**config.mk**
```make
export PLATFORM = sky130hd
export DESIGN_NAME = bkpt_trigger
export DESIGN_NICKNAME = d
export VERILOG_FILES = /design/src/rtl/bkpt_trigger.sv
export SDC_FILE = /design/constraint.sdc
export NUM_CORES = 1
export LEC_CHECK = 0
export ABC_AREA = 1
export ABC_CLOCK_PERIOD_IN_PS = 4950
export BUFFER_PORTS_ARGS = -buffer_cell sky130_fd_sc_hd__buf_4
export CAP_MARGIN = 20
export CORE_MARGIN = 3
export CORE_UTILIZATION = 45
export CTS_CLUSTER_DIAMETER = 50
export DETAILED_ROUTE_END_ITERATION = 16
export HOLD_SLACK_MARGIN = 0.1
export PLACE_DENSITY_LB_ADDON = 0.12
export SYNTH_ARGS = -nofsm -noshare
export SYNTH_HDL_FRONTEND = slang
export SYNTH_SLANG_ARGS = --single-unit
```
**constraint.sdc**
```tcl
create_clock -name clk -period 4.95 [get_ports clk]
set_input_delay 0.99 -clock clk [delete_from_list [all_inputs] [get_ports clk]]
set_output_delay 0.99 -clock clk [all_outputs]
set_load 0.02 [all_outputs]
```
**src/rtl/bkpt_trigger.sv**
```systemverilog
module bkpt_trigger #(
  parameter int W      = 32,
  parameter int N_ADDR = 2,
  parameter int N_DATA = 2,
  parameter int N_PCX  = 3,
  parameter int RA_W   = 4
) (
  input  logic            clk,
  input  logic            rst_n,
  input  logic            wr_en,
  input  logic [RA_W-1:0] wr_addr,
  input  logic [W-1:0]    wr_data,
  input  logic            bus_vld,
  input  logic [W-1:0]    bus_addr,
  input  logic [W-1:0]    bus_data,
  input  logic            ret_vld,
  input  logic [W-1:0]    ret_pc,
  output logic            halt_req,
  output logic            dbg_irq,
  output logic            armed
);
  localparam int DB   = 2 * N_ADDR;
  localparam int PB   = DB + 2 * N_DATA;
  localparam int XB   = PB + 2;
  localparam int CTL  = XB + N_PCX;
  localparam int NREG = CTL;
  localparam int CW   = 10;

  logic [W-1:0]  rf [NREG];
  logic [CW-1:0] ctl_q;
  logic [N_ADDR-1:0] a_hit;
  logic [N_DATA-1:0] d_hit;
  logic [N_PCX-1:0]  x_hit;
  logic [2:0] cls;
  logic ctl_wr, l1, l2, fire, pm_hit;

  for (genvar g = 0; g < N_ADDR; g++) begin : g_win
    assign a_hit[g] = (rf[2*g] <= bus_addr) && (bus_addr <= rf[2*g+1]);
  end
  for (genvar g = 0; g < N_DATA; g++) begin : g_pat
    assign d_hit[g] = ((bus_data ^ rf[DB+2*g]) & ~rf[DB+2*g+1]) == '0;
  end
  for (genvar g = 0; g < N_PCX; g++) begin : g_pcx
    assign x_hit[g] = ret_pc == rf[XB+g];
  end
  assign pm_hit = ((ret_pc ^ rf[PB]) & ~rf[PB+1]) == '0;

  assign cls = {ret_vld & (pm_hit | (|x_hit)), bus_vld & (|d_hit), bus_vld & (|a_hit)};

  function automatic logic lvl(input logic [2:0] en, input logic all_of, input logic [2:0] c);
    if (en == 3'b000) return 1'b0;
    return all_of ? ((c & en) == en) : |(c & en);
  endfunction

  assign l1     = lvl(ctl_q[2:0], ctl_q[3], cls);
  assign l2     = lvl(ctl_q[6:4], ctl_q[7], cls);
  assign ctl_wr = wr_en && (wr_addr == RA_W'(CTL));
  assign fire   = !ctl_wr && (ctl_q[8] ? (armed && l2) : l1);

  always_ff @(posedge clk or negedge rst_n) begin
    if (!rst_n) begin
      for (int i = 0; i < NREG; i++) rf[i] <= '0;
      ctl_q <= '0;
    end else if (wr_en) begin
      if (wr_addr == RA_W'(CTL)) ctl_q <= wr_data[CW-1:0];
      else if (int'(wr_addr) < NREG) rf[wr_addr] <= wr_data;
    end
  end

  always_ff @(posedge clk or negedge rst_n) begin
    if (!rst_n) begin
      armed    <= 1'b0;
      halt_req <= 1'b0;
      dbg_irq  <= 1'b0;
    end else begin
      halt_req <= fire & ~ctl_q[9];
      dbg_irq  <= fire & ctl_q[9];
      if (ctl_wr || !ctl_q[8]) armed <= 1'b0;
      else if (armed)          armed <= !l2;
      else                     armed <= l1;
    end
  end
endmodule

```
# Word-level counts from Yosys, hierarchy flattened
# Cells that the tools add are included.
# totals
latch_bits	0
romBits	0
ram_bits	0
elab_cells	86
n_memories	0
ff_bits	429
# op_classes
muxes	14
eq_ne	6
shift	0
multipliers	0
bitwise	20
div	0
n_lt_le_gt_ge	7
n_addsub	0
reduce_logical	22
# op_table
cell	count
$bwmux 416	1
$demux 32 s4	1
$le 32x32->1	4
$and 32x32->32	3
$eq 32x32->1	3
$logic_not 32->1	3
$not 32->32	3
$xor 32x32->32	3
$mux 32	1
$mux 1	11
$reduce_or 3->1	3
$and 3x3->3	2
$eq 3x3->1	2
$logic_and 1x1->1	6
$logic_not 3->1	2
$and 1x1->1	5
$ge 5x5->1 const B	1
$lt 5x1->1 const B	1
$not 4->5	1
$eq 4x4->1 const B	1
$lt 4x4->1 const B	1
$reduce_or 2->1	2
$logic_not 1->1	3
$reduce_and 3->1	1
other kinds (4)	5

# Longest topological paths before layout
# logic_depth
ltp_word	13
depth_mapped	23
ltp_nobuf	23

# Least setup slack after synthesis
# No wires, ideal clock.
# synth_path
path_kind	input to register
start	in bus_addr[29]
end	reg dbg_irq
arrival_time_ns	2.452
stages	15
path_slack_ns	2.421
setup_time_ns	0.077
cell_sequence	inv_1 > ha_1 > a21oi_1 > nor2_1 > nor3_1 > nand2_1 > a21oi_1 > nand2_1 > nand2_1 > nand2_1 > nand2_2 > nand3_1 > a21oi_4 > nand3_2 > a21oi_1
# synth_via
elab_chain_len	12
elab_cells_between_ends	22
cone_classes	4 x order compare; 2 x eq/ne; 5 x mux; 4 x bitwise; 7 x reduce/logical
# synth_lines
item	line	text
start: declaration	14	input logic [W-1:0] bus_addr,
$le 32x32->1	38	assign a_hit[g] = (rf[2*g] <= bus_addr) && (bus_addr <= rf[2*g+1]);
$logic_and 1x1->1	38	
$reduce_or 2->1 (*)	48	assign cls = {ret_vld & (pm_hit | (|x_hit)), bus_vld & (|d_hit), bus_vld & (|a_hit)};
$and 1x1->1 (*)	48	
$and 3x3->3	52	return all_of ? ((c & en) == en) : |(c & en);
$eq 3x3->1 or $reduce_or 3->1 (tied branches)	52	
$mux 1 (2 in a row)	52	
$logic_and 1x1->1	58	assign fire = !ctl_wr && (ctl_q[8] ? (armed && l2) : l1);
$mux 1 (*)	58	
$logic_and 1x1->1 (*)	58	
$and 1x1->1 (*)	77	dbg_irq <= fire & ctl_q[9];
end signal: assignment	77	
end: declaration	19	output logic dbg_irq,
# Every way passes the cells marked *; elsewhere a longest branch is shown, timed or not.
# A chain may end at the register's enable or synchronous reset.

# Worst setup path after layout
# Same ends and word-level chain as after synthesis.

==> qor.txt <==
Status: complete, no violations
Clk_lat worst skew: 0.60 ns
FF-to-FF Start: rf[317]
Area growth from synthesis to layout: 15.5%
Critical path type: primary input to flop
Cell Count, Final, Fillers Out: 3663
DR vias/cell: 5.00
Endpoints failing hold: 0
CTS buffer count: 55
Commonest non-fill, non-tap cell in the layout: nand2_1
Netlist cell types: 31
Final setup viols: 0
Synth Register Bits: 429
# Post-CTS Setup Buffers: 0
Leak pwr: 13.1 nW
Die height: 230 µm
Number of routed nets with antenna violations: 0
Die area: 52700 µm²
PwrDens: 433 nW/µm²
Area of the multi-input gates: 10000 µm²
Fill count: 4690
Crit path capture type: flop
Max Freq: 377 MHz
Final worst path period need: 2.65 ns
CTS tree: yes
Worst Clk Skew: 0.0134 ns
Placed wire-length estimate: 44500 µm
Peak supply drop: 0.000273 V
DR iter-0 viols: 1538
Die width: 230 µm
Final #Nets: 3217
Worst Max-Slew Pin Slew: 0.975 ns
Tot Pwr: 0.0112 W
Sequential cell area: 10700 µm²
RSZ-0062 raised after global routing: no
Critical-path maximum fanout: 3
Total length of routed wires: 61900 µm
First-pass GRT wire length: 98800 µm
Fraction of registers with async set or reset after synthesis: 100%
Crit start category: primary input
Root Driver: clkbuf_16
Port Buffer Count: 139
Pin count of the biggest net entering global routing: 116
Worst Hold Class: primary input to async pin
Cell total after placement: 3559
EDFF count, synth: 0
Drt first pass iters: 5
Hold WS: 0.450 ns
CTS resizes: 0
Critical Path RT: 5.48 ns
Bufs on Longest Clock Path: 3
Gpl congestion: 0.862
Worst EP arrival: 3.18 ns
Syn Area/Cell: 7.85 µm²
Max_slew headroom: 35.0%
Yosys top cell area share: 47.7%
CTS Sinks: 429
Cts hold-fix bufs: 0
Initial antenna violation count: 1
Commonest non-fill, non-tap cells in the layout: 954 x nand2_1, 429 x dfrtp_1, 393 x o21ai_0
GRT Residual Overflow: 0
Vias: 18.3k
Routed wire length per instance: 16.9 µm
Max_cap viols: 0
Vias in the first global route: 17.6k
Net count after synthesis: 3130
Slew Limit Fails: 0
Drc violations: 0
Mapped Cells: 2865
Fin crit share: 53.6%
Core area: 49200 µm²
Htree depth: 2
CTS clk-pin slew, worst paths: 0.06 ns
Initial cell density of the core: 45.7%
Post-synth top area cell: dfrtp_1
Share of cells above drive strength 1: 9.61%
Global Route Usage Sum: 23.8%
Top FF cell, synth: dfrtp_1
Top Ports: 140
Row Count: 81
Setup crit start: bus_addr[29]
Post-synthesis sequential area ratio: 47.7%
Final setup TNS: 0 ns
Syn. warnings: 0
Post-Syn Area: 22500 µm²
Top post-synthesis cells by area: dfrtp_1 48%, nand2_1 16%, o21ai_0 8.7%, ha_1 7.1%, inv_1 5.2%
==> logic make-up after synthesis <==
logic type / count (synthesis) / synth area share (%)
buffers and inverters: 448 / 7.96
xor gates and xnor gates: 59 / 2.50
adders and majority gates: 128 / 7.12
AOI/OAI and AO/OA: 527 / 11.9
and+or+nand+nor: 1274 / 22.8
DFF: 429 / 47.7
==> synth_stat cells, types with 14 or more instances <==
cell / n
buf_6: 14
inv_1: 310
nand3b_1: 55
o21ai_0: 393
nand2_1: 960
a21oi_1: 116
nor2_1: 213
xnor2_1: 53
dfrtp_1: 429
clkbuf_1: 113
ha_1: 128
nand3_1: 22
==> layout make-up <==
class	instances	area share (%)
well taps	664	3.20
clock inverters	29	1.53
multi-input cells	1988	38.6
inverters	318	4.60
clock buffers	74	5.81
repair buffers	160	4.97
flip-flops and latches	429	41.3
diodes	1	0.00963
==> sequential cells by signal, summed over array words and instances (netlist names) <==
name      flops
halt_req      1
rf          416
dbg_irq       1
ctl_q        10
armed         1
==> stage by stage <==
step	utilization (%)	cell area [µm²]	setup slack [ns]
after floorplan	-	22500	2.42
after global placement	48.9	24000	1.75
after detailed placement	49.0	24100	1.74
after CTS	52.8	26000	2.37
after global routing	52.8	26000	2.10
final	52.8	26000	2.30
==> critical path, cell delays in order <==
cell and delay [ns]:
buf_4 0.13, ha_1 0.30, a21oi_1 0.22, o21a_1 0.17, nand2_1 0.09, a21oi_1 0.38, nand2_1 0.10, nand2_1 0.07
nand2_1 0.06, nand2_2 0.11, nand3_1 0.13, a21oi_4 0.19, nand3_2 0.08, a21oi_1 0.16
==> worst paths after layout <==
path	end	slack, ns	cells past startpoint
worst max-delay path	dbg_irq	2.30	14
worst min-delay path	rf[297]	0.45	1
worst max register to register	dbg_irq	2.45	14
worst min register to register	halt_req	0.47	1
max in group asynchronous	rf[27]	3.34	2
min in group clk	halt_req	0.47	1
==> where the power goes <==
part	internal (W)	total [W]	switching, W	leakage (nW)
Sequential	0.00425	0.00471	0.000462	5.35
Clock	0.00257	0.00417	0.00160	0.919
Combinational	0.000975	0.00235	0.00138	6.85
==> routing by layer <==
layer	track usage, %	vias to the layer above	share of wire [%]
li1	-	9185	-
met1	34.3	8642	48
met5	0	-	0
met3	4.18	89	5.4
met2	37.0	395	45
met4	6.27	0	2.5
Note: power is estimated with default switching activity, not from simulation.
